$ cat src/rtl/man_tx_pkg.sv
`timescale 1ns/1ps
package man_tx_pkg;
  typedef enum logic [2:0] {
    ST_IDLE, ST_PRE, ST_START, ST_DATA, ST_STOP
  } tx_state_e;

  typedef enum logic [1:0] {
    PAT_ONES     = 2'd0,
    PAT_ZEROS    = 2'd1,
    PAT_ZERO_ONE = 2'd2,
    PAT_ONE_ZERO = 2'd3
  } pre_pat_e;

  localparam logic IDLE_LVL = 1'b0;
endpackage

$ cat src/rtl/man_tx_ctrl.sv
`timescale 1ns/1ps
module man_tx_ctrl
  import man_tx_pkg::*;
#(
  parameter int DW = 8,
  parameter int LW = 4
) (
  input  logic          clk_i,
  input  logic          rst_ni,
  input  logic [DW-1:0] data_i,
  input  logic          valid_i,
  input  logic          half_tick_i,
  input  logic [LW-1:0] pre_len_i,
  input  logic [1:0]    pre_pat_i,
  input  logic          pol_i,
  output logic          ready_o,
  output logic          busy_o,
  output tx_state_e     state_o,
  output logic          cnt_lsb_o,
  output logic          second_o,
  output logic          emit_o,
  output logic          stop_o,
  output logic [1:0]    pat_o,
  output logic          pol_o,
  output logic          dbit_o
);
  localparam int DCW = (DW > 1) ? $clog2(DW) : 1;
  localparam int CW  = (LW > DCW) ? LW : DCW;

  tx_state_e     state_q;
  logic [CW-1:0] cnt_q;
  logic          half_q;
  logic [LW-1:0] len_q;
  logic [1:0]    pat_q;
  logic          pol_q;
  logic [DW-1:0] sh_q;

  always_ff @(posedge clk_i or negedge rst_ni) begin
    if (!rst_ni) begin
      state_q <= ST_IDLE;
      cnt_q   <= '0;
      half_q  <= 1'b0;
      len_q   <= '0;
      pat_q   <= '0;
      pol_q   <= 1'b0;
      sh_q    <= '0;
    end else if (state_q == ST_IDLE) begin
      if (valid_i) begin
        len_q   <= pre_len_i;
        pat_q   <= pre_pat_i;
        pol_q   <= pol_i;
        sh_q    <= data_i;
        cnt_q   <= '0;
        half_q  <= 1'b0;
        state_q <= (pre_len_i != '0) ? ST_PRE : ST_START;
      end
    end else if (half_tick_i) begin
      if (state_q == ST_STOP) begin
        state_q <= ST_IDLE;
      end else if (!half_q) begin
        half_q <= 1'b1;
      end else begin
        half_q <= 1'b0;
        unique case (state_q)
          ST_PRE: begin
            if (cnt_q == CW'(len_q - 1'b1)) begin
              cnt_q   <= '0;
              state_q <= ST_START;
            end else begin
              cnt_q <= cnt_q + 1'b1;
            end
          end
          ST_START: begin
            cnt_q   <= '0;
            state_q <= ST_DATA;
          end
          ST_DATA: begin
            sh_q <= sh_q >> 1;
            if (cnt_q == CW'(DW - 1)) begin
              cnt_q   <= '0;
              state_q <= ST_STOP;
            end else begin
              cnt_q <= cnt_q + 1'b1;
            end
          end
          default: state_q <= ST_IDLE;
        endcase
      end
    end
  end

  assign ready_o   = (state_q == ST_IDLE);
  assign busy_o    = (state_q != ST_IDLE);
  assign state_o   = state_q;
  assign cnt_lsb_o = cnt_q[0];
  assign second_o  = half_q;
  assign emit_o    = half_tick_i && (state_q != ST_IDLE);
  assign stop_o    = (state_q == ST_STOP);
  assign pat_o     = pat_q;
  assign pol_o     = pol_q;
  assign dbit_o    = sh_q[0];
endmodule

$ cat src/rtl/man_tx_sym.sv
`timescale 1ns/1ps
module man_tx_sym
  import man_tx_pkg::*;
(
  input  tx_state_e  state_i,
  input  logic       cnt_lsb_i,
  input  logic [1:0] pat_i,
  input  logic       pol_i,
  input  logic       dbit_i,
  output logic       bit_o,
  output logic       inv_o
);
  logic pre_bit;

  always_comb begin
    unique case (pre_pat_e'(pat_i))
      PAT_ONES:     pre_bit = 1'b1;
      PAT_ZEROS:    pre_bit = 1'b0;
      PAT_ZERO_ONE: pre_bit = cnt_lsb_i;
      default:      pre_bit = ~cnt_lsb_i;
    endcase
  end

  always_comb begin
    bit_o = 1'b0;
    inv_o = pol_i;
    unique case (state_i)
      ST_PRE: begin
        bit_o = pre_bit;
        inv_o = 1'b0;    // preamble ignores data polarity
      end
      ST_DATA: bit_o = dbit_i;
      default: bit_o = 1'b0;  // start marker codes as zero
    endcase
  end
endmodule

$ cat src/rtl/man_tx_enc.sv
`timescale 1ns/1ps
module man_tx_enc
  import man_tx_pkg::*;
(
  input  logic clk_i,
  input  logic rst_ni,
  input  logic emit_i,
  input  logic stop_i,
  input  logic second_i,
  input  logic bit_i,
  input  logic inv_i,
  output logic line_o
);
  logic line_q;
  logic level;

  assign level = stop_i ? IDLE_LVL : ((bit_i ^ inv_i) ^ second_i);

  always_ff @(posedge clk_i or negedge rst_ni) begin
    if (!rst_ni)     line_q <= IDLE_LVL;
    else if (emit_i) line_q <= level;
  end

  assign line_o = line_q;
endmodule

$ cat src/rtl/man_tx.sv
`timescale 1ns/1ps
module man_tx
  import man_tx_pkg::*;
#(
  parameter int DW = 8,
  parameter int LW = 4
) (
  input  logic          clk_i,
  input  logic          rst_ni,
  input  logic [DW-1:0] data_i,
  input  logic          valid_i,
  output logic          ready_o,
  input  logic          half_tick_i,
  input  logic [LW-1:0] pre_len_i,
  input  logic [1:0]    pre_pat_i,
  input  logic          pol_i,
  output logic          line_o,
  output logic          busy_o
);
  tx_state_e  state;
  logic       cnt_lsb, second, emit, stop, pol_q, dbit, sym_bit, sym_inv;
  logic [1:0] pat_q;

  man_tx_ctrl #(.DW(DW), .LW(LW)) u_ctrl (
    .clk_i      (clk_i),
    .rst_ni     (rst_ni),
    .data_i     (data_i),
    .valid_i    (valid_i),
    .half_tick_i(half_tick_i),
    .pre_len_i  (pre_len_i),
    .pre_pat_i  (pre_pat_i),
    .pol_i      (pol_i),
    .ready_o    (ready_o),
    .busy_o     (busy_o),
    .state_o    (state),
    .cnt_lsb_o  (cnt_lsb),
    .second_o   (second),
    .emit_o     (emit),
    .stop_o     (stop),
    .pat_o      (pat_q),
    .pol_o      (pol_q),
    .dbit_o     (dbit)
  );

  man_tx_sym u_sym (
    .state_i  (state),
    .cnt_lsb_i(cnt_lsb),
    .pat_i    (pat_q),
    .pol_i    (pol_q),
    .dbit_i   (dbit),
    .bit_o    (sym_bit),
    .inv_o    (sym_inv)
  );

  man_tx_enc u_enc (
    .clk_i   (clk_i),
    .rst_ni  (rst_ni),
    .emit_i  (emit),
    .stop_i  (stop),
    .second_i(second),
    .bit_i   (sym_bit),
    .inv_i   (sym_inv),
    .line_o  (line_o)
  );
endmodule

$ cat config.mk
export PLATFORM = sky130hd
export DESIGN_NAME = man_tx
export DESIGN_NICKNAME = d
export VERILOG_FILES = /design/src/rtl/man_tx_pkg.sv /design/src/rtl/man_tx_ctrl.sv /design/src/rtl/man_tx_sym.sv /design/src/rtl/man_tx_enc.sv /design/src/rtl/man_tx.sv
export SDC_FILE = /design/constraint.sdc
export NUM_CORES = 1
export LEC_CHECK = 0
export ABC_AREA = 1
export BUFFER_PORTS_ARGS = -buffer_cell sky130_fd_sc_hd__buf_2
export CORE_AREA = 2 2 62 64
export CTS_BUF_LIST = sky130_fd_sc_hd__clkbuf_16
export CTS_CLUSTER_SIZE = 10
export DETAILED_ROUTE_END_ITERATION = 10
export DIE_AREA = 0 0 64 66
export MAX_ROUTING_LAYER = met4
export PLACE_DENSITY = 0.74
export SLEW_MARGIN = 25
export SYNTH_ARGS = -nofsm -noshare
export SYNTH_HDL_FRONTEND = slang
export SYNTH_HIERARCHICAL = 1
export SYNTH_SLANG_ARGS = --single-unit
$ cat constraint.sdc
create_clock -name clk_i -period 4.2 [get_ports clk_i]
set_input_delay 1.05 -clock clk_i [delete_from_list [all_inputs] [get_ports clk_i]]
set_output_delay 1.05 -clock clk_i [all_outputs]
set_load 0.05 [all_outputs]
==> flow_summary.json, run 1 <==
{
  "synth_nets": 229,
  "yosysWarningCount": 6,
  "viasPerCell": 4.84,
  "syn_inst": 208,
  "via_count": 1340,
  "synth_cell_types": 28,
  "ys_ff_latch": 24,
  "hold_depth": 2,
  "setup_ws_ns": 1.59,
  "fin_crit_ns": 2.61,
  "die-area_um2": 4220,
  "start_util_pct": 43.0,
  "peakVddDrop_mv": 0.414,
  "die_h_um": 66,
  "netlist_area_um2": 1530,
  "coreArea_um2": 3550,
  "routed_wl_um": 2920,
  "grt.total_usage_pct": 16.4,
  "num_rows": 22,
  "r2r_slack_ns": 2.47,
  "power.leakage_nw": 0.920,
  "hp-start": "u_ctrl/pol_o",
  "crit_start": "u_ctrl/state_o[1]",
  "overflow": 0,
  "worst-path-max-fanout": 15,
  "drt-pass1-iter-count": 4,
  "hpwl_um": 2180,
  "cts_root_buf": "clkbuf_16",
  "dp_slack_ns": 1.86,
  "grt_max_degree": 25,
  "path_clk_slew_ns": 0.06,
  "setup_viol_count_final": 0,
  "antenna_found_initial": 0,
  "tns_ns": 0,
  "timing.rr.end": "u_ctrl/state_o[2]",
  "hold_class": "reg -> reg",
  "clock-sinks": 24,
  "outcome": "complete, no violations",
  "rr_startpoint": "u_ctrl/state_o[1]",
  "htreeDepth": 1,
  "antenna_cells": 0,
  "max_slew_margin_pct": 63.5,
  "avgSynthCellArea_um2": 7.33,
  "drt_iter0_drc": 40,
  "setup.worst_path.end_class": "output pin",
  "tightestPinTransition_ns": 0.547,
  "fillers": 355,
  "cp_data_required_time_ns": 3.15,
  "drive_above_1_share_pct": 21.0,
  "insertion_delay_ns": 0.26,
  "final_hold_viol_count": 0,
  "ioPinCount": 22,
  "final_net_count": 251,
  "critical_path_arrival_ns": 1.56,
  "postCtsSetupRepairBufs": 0,
  "reg2regPathDepth": 10,
  "cts_hold_buf": 0,
  "finalMaxSlewViolations": 0,
  "die_w_um": 64,
  "synthToLayoutAreaGrowth_pct": 16.0,
  "startpoint_type": "flop",
  "cts_buffer_depth": 2,
  "drv_cap": 0,
  "ant_nets": 0,
  "synth.yosys.seq_area_share_pct": 39.4,
  "portBuffers": 21,
  "wire_per_inst_um": 10.6,
  "grt_pass1_wl_um": 5290,
  "drc": 0,
  "cts_resized": 0,
  "gp_congestion": 0.790,
  "crit_type": "reg -> out",
  "power_density_nw_per_um2": 847,
  "cts_tree": "done",
  "grt_pass1_vias": 1237,
  "clock_skew_ns": 0.00361,
  "numCtsBuffers": 3,
  "max_freq_mhz": 383,
  "fin_crit_sh_pct": 62.1,
  "p_total_mw": 1.50,
  "rsz0062_at_grt": "no",
  "hold-path-endpoint": "u_ctrl/pol_o"
}
-- critical path: stages (launching register included) --
cell	delay (ns)
dfrtp_1	0.50
nor2_4	0.24
nand2_8	0.14
inv_4	0.14
buf_2	0.27
-- cells in the final DEF (no fill, tap or decap) --
cell and count:
buf_2 21, o21ai_2 1, inv_4 1, nand3_2 1, inv_1 20, ha_1 2, a21oi_1 2, nand2_2 6
nor3_1 2, nor2_8 1, o31ai_4 1, o21ai_0 5, o21ai_1 3, dfrtp_1 24, nor2_2 2, nand4_1 3
nor2_4 3, o21a_1 1, o22ai_1 1, o31ai_1 6, inv_2 5, nand2_1 68, nand3_4 1, xnor2_1 3
nand2_8 1, nor2_1 26, clkbuf_16 3, bufinv_16 1, nand3_1 15
-- how the worst max path moves through the flow --
stage              end  cells past startpoint
3_5_place_dp   ready_o                      4
6_report       ready_o                      4
5_1_grt        ready_o                      4
4_1_cts        ready_o                      4
3_3_place_gp   ready_o                      4
2_1_floorplan   busy_o                      3
-- logic make-up after synthesis --
group | count (synthesis) | synth area share [%]
flops | 24 | 39.4
fa+ha+maj | 2 | 1.64
simple gates | 129 | 39.9
compound gates | 20 | 9.11
buf+inv | 30 | 8.29
xor+xnor | 3 | 1.72
-- state kept, by name, indices dropped and copies added (netlist names) --
register,count
u_ctrl/len_q,4
u_ctrl/pol_o,1
u_ctrl/second_o,1
u_ctrl/state_o,3
u_ctrl/pat_o,2
u_ctrl/cnt_q,4
u_ctrl/sh_q,8
u_enc/line_o,1
-- cells in the mapped netlist, drive strengths merged --
cell	count	share of area [%]
a21oi	2	0.66
buf	4	1.7
dfrtp	24	39
ha	2	1.6
inv	26	6.6
nand2	75	21
nand3	17	6.7
nand4	3	1.2
nor2	32	11
nor3	2	0.66
o21a	1	0.49
o21ai	9	3.2
o22ai	1	0.41
o31ai	7	4.3
xnor2	3	1.7
-- report_power, final --
part           switching [mW]  internal (mW)  leakage, nW
clock network          0.0832          0.190       0.0511
logic                   0.522          0.268        0.565
registers               0.101          0.335        0.304
-- cell type report --
class                   count  area (um2)  share of cell area [%]
repair buffers             21         105                    5.94
multi-input cells         154         798                    45.1
well taps                  48        60.1                    3.39
clock inverters             1        30.0                    1.70
flip-flops and latches     24         601                    33.9
clock buffers               3        75.1                    4.24
inverters                  26         100                    5.66
-- routing by layer --
metal | vias up | wire length, um | global-route usage, %
met5 | - | 0 | -
met4 | 0 | 51 | 6.52
met3 | 5 | 109 | 2.90
met2 | 27 | 1380 | 27.1
met1 | 612 | 1390 | 19.9
li1 | 696 | - | -
-- through the flow --
stage	hold WS [ns]	cells	utilization (%)	area, um2
3_5_place_dp	0.469	273	46.9	1660
3_3_place_gp	0.466	273	46.9	1660
2_1_floorplan	0.439	208	-	1530
6_report	0.474	277	49.8	1770
5_1_grt	0.522	277	49.8	1770
4_1_cts	0.484	277	49.8	1770
Power figures use the tool's default switching activity.
==> inputs of run 2 (changes only) <==
Clock period 4.2 ns to 2.5 ns, I/O delays scaled along.
==> run 2 against run 1 <==
Compared with the run above:
- clock power is 29% higher
- final cell count stayed put
- highest routed layer unchanged
- via count is 0.37% lower
- combinational power is 68% higher
- clock skew hardly changed
- non-clock buffer count stayed put
- first-iteration DRC count is 18% lower
- worst hold slack worse by 0.13 ns
==> flow_summary.json, run 2 (synthesis results as in run 1) <==
{
  "clock_skew_ns": 0.00390,
  "cp_data_required_time_ns": 1.88,
  "final_cell_mix": "nand2_1, nor2_1, dfrtp_1, buf_2, inv_1",
  "antenna_found_initial": 0,
  "drc": 0,
  "dpl_cell_area_um2": 1660,
  "fillers": 357,
  "grt.total_usage_pct": 16.1,
  "drv_cap": 0,
  "synthToLayoutAreaGrowth_pct": 14.3,
  "design_area_um2": 1740,
  "placedCellCount": 273,
  "peakVddDrop_mv": 0.694,
  "setup_viol_count_final": 0,
  "largest_register_ff_count": 8,
  "outcome": "complete, no violations",
  "gp_congestion": 0.785,
  "switching_share_pct": 49.3,
  "crit_type": "reg -> out",
  "final_cells": 277,
  "die-area_um2": 4220,
  "pwr-share-seq_pct": 30.4,
  "power_frac_clock_pct": 14.5,
  "critical_path_arrival_ns": 1.56,
  "die_w_um": 64,
  "cts_hold_buf": 0,
  "fin_crit_sh_pct": 87.6,
  "regMostFlops": "u_ctrl/sh_q",
  "drt-pass1-iter-count": 4,
  "postCtsSetupRepairBufs": 0,
  "viasPerCell": 4.82,
  "max_slew_margin_pct": 63.4,
  "cp_slowest_cell": "dfrtp_1",
  "power.switching_mw": 1.19,
  "start_util_pct": 43.0,
  "hpwl_um": 2180,
  "numCtsBuffers": 3,
  "intPower_mw": 1.23,
  "path_clk_slew_ns": 0.06,
  "startpoint_type": "flop",
  "routed_wl_um": 2910,
  "insertion_delay_ns": 0.26,
  "fin_crit_ns": 2.19,
  "slowest_delay_ns": 0.50,
  "tightestPinTransition_ns": 0.549,
  "top_regs": "u_ctrl/sh_q x8, u_ctrl/cnt_q x4, u_ctrl/len_q x4",
  "worst-path-max-fanout": 15,
  "tns_ns": 0,
  "setup.worst_path.end_class": "output pin",
  "grt_max_degree": 25,
  "power.leakage_nw": 0.908,
  "drive_above_1_share_pct": 20.5,
  "portBuffers": 21,
  "grt_pass1_wl_um": 5260,
  "overflow": 0,
  "num_rows": 22,
  "final_hold_viol_count": 0,
  "coreArea_um2": 3550,
  "via_count": 1335,
  "max_freq_mhz": 457,
  "antenna_cells": 0,
  "drt_iter0_drc": 33,
  "rsz0062_at_grt": "no",
  "cts_resized": 0,
  "hold_class": "in -> async",
  "finalMaxSlewViolations": 0,
  "die_h_um": 66,
  "clock-sinks": 24,
  "cts_buffer_depth": 2,
  "p_comb_share_pct": 55.1,
  "power_density_nw_per_um2": 1390,
  "cts_tree": "done",
  "final_net_count": 251,
  "worstPathCellList": "nor2_4 -> nand2_8 -> inv_4 -> buf_2",
  "wire_per_inst_um": 10.5,
  "ant_nets": 0,
  "htreeDepth": 1,
  "cts_root_buf": "clkbuf_16",
  "final_common_cell": "nand2_1",
  "ioPinCount": 22,
  "grt_pass1_vias": 1250
}
## run 2: worst paths after layout
kind / start / depth (start not counted) / endpoint / slack [ns]
min reg2reg: u_enc/line_o / 2 / u_enc/line_o / 0.48
min in group clk_i: u_enc/line_o / 2 / u_enc/line_o / 0.48
max: u_ctrl/state_o[1] / 4 / ready_o / 0.31
min: rst_ni / 1 / u_ctrl/cnt_q[2] / 0.35
max reg2reg: u_ctrl/state_o[1] / 10 / u_ctrl/state_o[2] / 0.76
max in group asynchronous: rst_ni / 1 / u_enc/line_o / 1.79
## run 2: critical path: cells and delay by family (launching register included)
kind / cells / cell delay, ns
buffers and inverters: 2 / 0.40
DFF: 1 / 0.50
and+or+nand+nor: 2 / 0.39
## run 2: through the flow
stage	setup slack [ns]	util [%]	hold WS (ns)	total power [mW]
global placement	0.632	46.9	0.466	2.04
CTS	0.301	49.1	0.369	2.44
finish	0.310	49.1	0.347	2.42
global route	0.231	49.1	0.387	2.65
floorplan	0.855	-	0.329	1.85
detailed placement	0.589	46.9	0.470	2.08
## run 2: layout make-up
cell class | count | area (um2) | area share (%)
Timing Repair Buffer | 21 | 105 | 6.03
Tap cell | 48 | 60.1 | 3.45
Sequential cell | 24 | 601 | 34.5
Multi-Input combinational cell | 154 | 798 | 45.8
Inverter | 26 | 100 | 5.74
Clock buffer | 3 | 75.1 | 4.31
Clock inverter | 1 | 3.75 | 0.215
## run 2: layer usage
layer	up-vias	GRT usage (%)	wire, um
met1	610	19.8	1390
met4	0	5.71	35
met5	-	-	0
met2	22	27.3	1380
li1	700	-	-
met3	3	2.21	104
## run 2: power groups by stage
stage / Clock, mW / Sequential [mW] / Combinational, mW
floorplan: 0 / 0.716 / 1.14
global placement: 0 / 0.737 / 1.31
detailed placement: 0 / 0.739 / 1.34
CTS: 0.360 / 0.734 / 1.35
global route: 0.379 / 0.759 / 1.51
finish: 0.351 / 0.734 / 1.33
